## src/rtl/wake_ctl.sv

```systemverilog
module wake_ctl #(
  parameter int SHORT_CNT = 400,
  parameter int LONG_CNT  = 2097
) (
  input  logic        clk,
  input  logic        rst_n,
  input  logic        slow_tick,
  input  logic        sleep,
  input  logic [6:0]  pins_i,
  input  logic        tmr_i,
  input  logic        sw_rst_i,
  input  logic        pwr_good_i,
  input  logic        reg_we,
  input  logic        reg_sel,
  input  logic [15:0] reg_wdata,
  output logic [15:0] reg_rdata,
  output logic        wake_o,
  output logic        cpu_rst_n,
  output logic        wdt_clr
);
  localparam int SW = $clog2(SHORT_CNT + 1);
  localparam int LW = $clog2(LONG_CNT + 1);

  logic [6:0]    s1, s2, filt, filt_d;
  logic [SW-1:0] cnt [7];
  logic [LW-1:0] lcnt;
  logic [6:0]    cfg;
  logic [8:0]    flags, src, en, hit, setv, clr;
  logic          woke, run, pg_d;

  always_ff @(posedge clk) begin
    if (!rst_n) begin
      s1 <= '0; s2 <= '0; filt <= '0; filt_d <= '0; lcnt <= '0;
      for (int i = 0; i < 7; i++) cnt[i] <= '0;
    end else begin
      s1 <= pins_i;
      s2 <= s1;
      filt_d <= filt;
      for (int i = 0; i < 7; i++) begin
        if (s2[i] == filt[i]) cnt[i] <= '0;
        else if (cnt[i] == SW'(SHORT_CNT - 1)) begin
          filt[i] <= s2[i];
          cnt[i]  <= '0;
        end else cnt[i] <= cnt[i] + 1'b1;
      end
      if (!s2[4]) lcnt <= '0;
      else if (slow_tick && lcnt != LW'(LONG_CNT)) lcnt <= lcnt + 1'b1;
    end
  end

  wire [6:0] rise = filt & ~filt_d;
  wire [6:0] chg  = filt ^ filt_d;
  wire long_ok    = (lcnt == LW'(LONG_CNT));

  assign src  = {filt[6], sw_rst_i, filt[5], tmr_i, cfg[6] ? long_ok : chg[4],
                 filt[3], rise[2], chg[1], filt[0]};
  assign en   = {3'b111, cfg[5:0]};
  assign hit  = sleep ? (src & en) : '0;
  assign setv = hit | {8'b0, ~sleep & rise[0]};
  assign clr  = (reg_we && reg_sel) ? reg_wdata[8:0] : '0;

  always_ff @(posedge clk) begin
    if (!rst_n) begin
      flags <= '0; cfg <= '0; woke <= 1'b0; run <= 1'b0; pg_d <= 1'b0; wdt_clr <= 1'b0;
    end else begin
      flags <= (flags & ~clr) | setv;
      if (reg_we && !reg_sel) cfg <= reg_wdata[6:0];
      pg_d <= pwr_good_i;
      if (!sleep) woke <= 1'b0;
      else if (|hit || (pwr_good_i && !pg_d)) woke <= 1'b1;
      if (!sleep) run <= 1'b0;
      else if (woke && slow_tick) run <= 1'b1;
      wdt_clr <= (sleep && woke && slow_tick && !run) ||
                 (reg_we && !reg_sel && reg_wdata[15]);
    end
  end

  assign wake_o    = woke;
  assign cpu_rst_n = ~sleep | run;
  assign reg_rdata = reg_sel ? {pwr_good_i, 6'b0, flags} : {9'b0, cfg};

  assert_awake_clears_R6: assert property (@(posedge clk) disable iff (!rst_n)
    !sleep |=> !woke && !run);
  assert_release_on_tick_R7: assert property (@(posedge clk) disable iff (!rst_n)
    (sleep && woke && !run && slow_tick) |=> (run || !sleep));
  assert_release_needs_wake_R7: assert property (@(posedge clk) disable iff (!rst_n)
    $rose(run) |-> $past(woke));
  assert_flags_sticky_R8: assert property (@(posedge clk) disable iff (!rst_n)
    !(reg_we && reg_sel) |=> ((flags & $past(flags)) == $past(flags)));
  assert_release_clears_wdt_R11: assert property (@(posedge clk) disable iff (!rst_n)
    $rose(run) |-> wdt_clr);
endmodule

```

## config.mk

```make
export PLATFORM = sky130hd
export DESIGN_NAME = wake_ctl
export DESIGN_NICKNAME = d
export VERILOG_FILES = /design/src/rtl/wake_ctl.sv
export SDC_FILE = /design/constraint.sdc
export NUM_CORES = 1
export LEC_CHECK = 0
export CAP_MARGIN = 10
export CORE_MARGIN = 5
export CORE_UTILIZATION = 35
export DETAILED_ROUTE_END_ITERATION = 16
export DONT_BUFFER_PORTS = 1
export MAX_ROUTING_LAYER = met4
export PLACE_DENSITY = 0.6
export SYNTH_ARGS = -nofsm -noshare
export SYNTH_HDL_FRONTEND = slang
export SYNTH_SLANG_ARGS = --single-unit
export TNS_END_PERCENT = 10
```

## constraint.sdc

```tcl
create_clock -name clk -period 1.9 [get_ports clk]
set_input_delay 0.38 -clock clk [delete_from_list [all_inputs] [get_ports clk]]
set_output_delay 0.38 -clock clk [all_outputs]
set_load 0.02 [all_outputs]
```

Word level (Yosys, flattened, before mapping)

Memory sizes are Yosys's and may differ from the RTL's.
Cells that the tools add are included.

Add/subtract/negate cells: 8
Multiply operators: 0
Divide/modulo/power cells: 0
Magnitude comparators: 0
Equality and inequality tests: 16
Shift operators: 0
Multiplexer cells: 103
Bitwise gates (word level): 39
Reductions and logical operators: 24

Operator list:

| cell                                                             | number |
|---|---|
| 9-bit two-way mux                                                | 23 |
| 1-bit two-way mux                                                | 79 |
| 9-bit by 1-bit adder with 9-bit output (second input constant)   | 7 |
| 9-bit equality test (second input constant)                      | 7 |
| 1-bit bitwise OR                                                 | 22 |
| 9-bit bitwise AND                                                | 2 |
| 2-bit AND reduction                                              | 9 |
| 16-bit two-way mux                                               | 1 |
| 12-bit by 1-bit adder with 12-bit output (second input constant) | 1 |
| 12-bit equality test (second input constant)                     | 1 |
| 12-bit != test (second input constant)                           | 1 |
| 1-bit logical AND                                                | 9 |
| 9-bit NOT                                                        | 1 |
| 9-bit by 1-bit bitwise OR with 9-bit output                      | 1 |
| 9-bit bitwise OR                                                 | 1 |
| 9-bit OR reduction                                               | 1 |
| 1-bit NOT                                                        | 8 |
| 1-bit equality test                                              | 7 |
| 5-bit XOR                                                        | 1 |
| 3-bit bitwise AND                                                | 1 |
| 1-bit zero test                                                  | 3 |
| 3-bit NOT                                                        | 1 |
| 1-bit logical OR                                                 | 2 |
| 1-bit bitwise AND                                                | 1 |

Register bits after elaboration: 58
Bits in latches: 0
Bits in writable memories: 63
Bits in read-only memories: 0
Input port bits: 32
Output and inout bits: 19
Memories kept: 1

Memory list:

| memory | words | width | read ports | clocked after memory_dff | wr ports | RTL line | text |
|---|---|---|---|---|---|---|---|
| cnt    | 7     | 9     | 7          | 0                        | 7        | 25       | `logic [SW-1:0] cnt [7];` |

Logic depth before layout (Yosys ltp)

An unclocked memory read counts as a cell.

Depth after elaboration: 8
Mapped depth: 6

Worst setup path before layout

No wires, ideal clock.

Kind: input port to output port
From: input reg_sel
To: output reg_rdata[0]
Arrival: 1.081 ns
Required time: 1.520 ns
Path slack: 0.439 ns
Stages on the path: 2
Path through: clkbuf_1 mux2_2

Cells in the longest elaborated chain, start to end: 1

RTL lines:

| element            | RTL line | text |
|---|---|---|
| from (decl)        | 14       | `input logic reg_sel,` |
| 16-bit two-way mux | 80       | `assign reg_rdata = reg_sel ? {pwr_good_i, 6'b0, flags} : {9'b0, cfg};` |
| to (decl)          | 16       | `output logic [15:0] reg_rdata,` |

No other way between the ends.

==> results.cfg <==
[layout]
num_antenna_cells = 0
final_cell_mix = nor2_1 (84), conb_1 (69), edfxtp_1 (63), dfxtp_1 (57), nand2_1 (42)
multi_input_area_um2 = 2679
syn2layout_area_growth_pct = 18.57
mostFrequentLayoutCell = nor2_1
nFillCells = 1536
drive_gt1_frac = 0.07882
seqCellArea_um2 = 3033
fin_nets = 637

[hold_path]
hold_class = input port to flip-flop
hold_path_depth = 1

[global_route]
grt.overflow.total = 0
grtUsageTotal = 0.1248
grt_antenna_before_repair = 0
grt_pass1_wl_mm = 17.22
grt_pass1_vias = 3641
grt_max_degree = 53

[timing]
report.final.slew_viol_count = 0
fin_tns_setup_ps = 0
relSlewSlack = 0.5847
setup_viol = 0
fin_crit_ps = 1613
final_hold_viol_count = 0
finClkSkew_ps = 6.699
rsz0062_at_grt = false
hold_ws_ps = 93.65
min_period_over_period = 0.8488
fmax_mhz = 620.0
worst_pin_slew_ps = 622.9

[cts]
cts_tree = done
clk_latency_ps = 410
clock_path_buffers = 2
clkTransAtPathRegs_ps = 50
cts_hold_buf = 0
numCtsBuffers = 17
h-tree-depth = 4
post_cts_buffers = 0
clockRootBuffer = clkbuf_16
cts.sink_count = 120
cts_resized = 0

[floorplanning]
die_h_um = 136.4
placementRows = 46
ios = 51
die_w_um = 136.4
start_util = 0.3546
core-area_um2 = 15770
dieArea_um2 = 18610

[worst_setup_path]
crit_buf_inv = 0
cp_max_fo = 9
critPathArrivalTime_ps = 1760
crit_family = simple AND/OR/NAND/NOR gates
path_cells = ha_1 -> and3_1 -> nand4_1 -> nand3_1 -> nor2_1
cp.depth = 5
slowest_delay_ps = 380
cpMaxStageDelayCell = edfxtp_1
cp.required_ps = 2050
critPathCaptureType = flip-flop
ff2ff_path_depth = 5
startpoint_type = flip-flop
critPathKind = flip-flop to flip-flop

[yosys]
synth_fa_ha_area_frac = 0.02013
synth_edf_count = 63
synth-seq-cells = 120
ys_warn_count = 0
syn_area_per_cell_um2 = 10.61
synth_xor_area_frac = 0.1049
ys_async_sr_fraction = 0
synth_compound_area_frac = 0.03087
netlist_instances = 527
synthSimpleGateAreaFrac = 0.2376
synth.area.mux_share = 0.03915
synthesis.area_um2 = 5593
synth.distinct_cells = 46
synth_top_family_by_area = simple AND/OR/NAND/NOR gates
yosysSeqAreaShare = 0.5423
synth-main-ff-cell = edfxtp_1

[placement]
io_buffers = 0
dp_hpwl_mm = 7.324
gp_congestion = 0.7712

[drt]
first_iter_violations = 125
drc = 0
vias = 3703
wire_per_inst_um = 12.58
ant_nets = 0
drtPass1Iterations = 4
wl_mm = 10.38
vias_per_cell = 4.488

[status]
outcome = finished clean

[pwr]
leakage_nw = 2.500
vdd_ir_drop_max_v = 0.0007072
p_per_area_nw_per_um2 = 948.1
finalPower_mw = 6.287

[run]
maxCapViolations = 0
## worst paths after layout
| kind | endpoint | slack [ps] | startpoint |
|---|---|---|---|
| max | cnt[5][2] | 290 | cnt[5][0] |
| max reg2reg | cnt[5][2] | 290 | cnt[5][0] |
| min reg2reg | s2[2] | 430 | s1[2] |
| min | s1[2] | 90 | pins_i[2] |
## synth_stat cells (2+ instances only)
master    instances  area (um^2)
nand2_1          42        157.7
and4_1            2        17.52
nand3_1          27        135.1
xnor2_1          39        341.6
inv_1            10        37.54
and3_1           13        81.33
a21oi_1           3        15.01
buf_2             3        15.01
dfxtp_1          57         1141
buf_4             6        45.04
and2_1           26        162.7
conb_1            2        7.510
clkbuf_1          8        30.03
edfxtp_1         63         1892
a22oi_1           4        30.03
nor2b_1          21        131.4
mux2_2            7        78.83
nor2_1           84        315.3
xor2_1           28        245.2
nor4b_1           6        52.55
ha_1              9        112.6
nand4_1           9        56.30
nand3_2           6        60.06
o21ai_0           2        10.01
nand4b_1          2        17.52
mux2i_1          14        140.1
a21boi_0          4        30.03
nor3_1           12        60.06
## kinds of logic after synthesis
| group | after synthesis |
|---|---|
| xor+xnor | 67 |
| buf+inv | 28 |
| flops | 120 |
| other cells | 2 |
| compound gates | 22 |
| mux | 21 |
| simple gates | 258 |
| fa+ha+maj | 9 |
## worst reg2reg max path: stages (launching register included)
cell,delay [ps]
edfxtp_1,380
ha_1,220
and3_1,210
nand4_1,140
nand3_1,310
nor2_1,90
## per-stage QoR
| stage | worst slack (ps) | area [um^2] | std cells | utilization |
|---|---|---|---|---|
| 3_3_place_gp | 302.7 | 6027 | 793 | 0.3822 |
| 6_report | 287.2 | 6631 | 825 | 0.4205 |
| 5_1_grt | 126.7 | 6631 | 825 | 0.4205 |
| 2_1_floorplan | 438.7 | 5844 | 594 | - |
| 4_1_cts | 256.8 | 6631 | 825 | 0.4205 |
| 3_5_place_dp | 259.8 | 6027 | 793 | 0.3822 |
## flip-flops by register name, indices dropped and copies added, names as in the netlist
signal and count:
cnt 63, lcnt 12, flags 9, cfg 7, filt 7, s1 7, s2 7, filt_d 4
pg_d 1, run 1, wake_o 1, wdt_clr 1
## power by group
group	total [mW]	internal [mW]	switching, mW
registers	2.89	2.82	0.0756
clock network	3.17	2.08	1.09
logic	0.224	0.0969	0.128
## cell type report
type                       instances  area share
sequential                       120      0.4574
multi-input combinational        446      0.4040
clock buffer                      29     0.08811
tap                              216     0.04075
inverter                          10    0.005660
clock inverter                     3    0.003019
timing repair buffer               1    0.001132
## layer usage
| layer | wire, um | GRT usage |
|---|---|---|
| met2 | 4606 | 0.1833 |
| met3 | 672 | 0.05033 |
| met5 | 0 | - |
| met4 | 257 | 0.05767 |
| met1 | 4843 | 0.1503 |
Power figures use the tool's default switching activity.
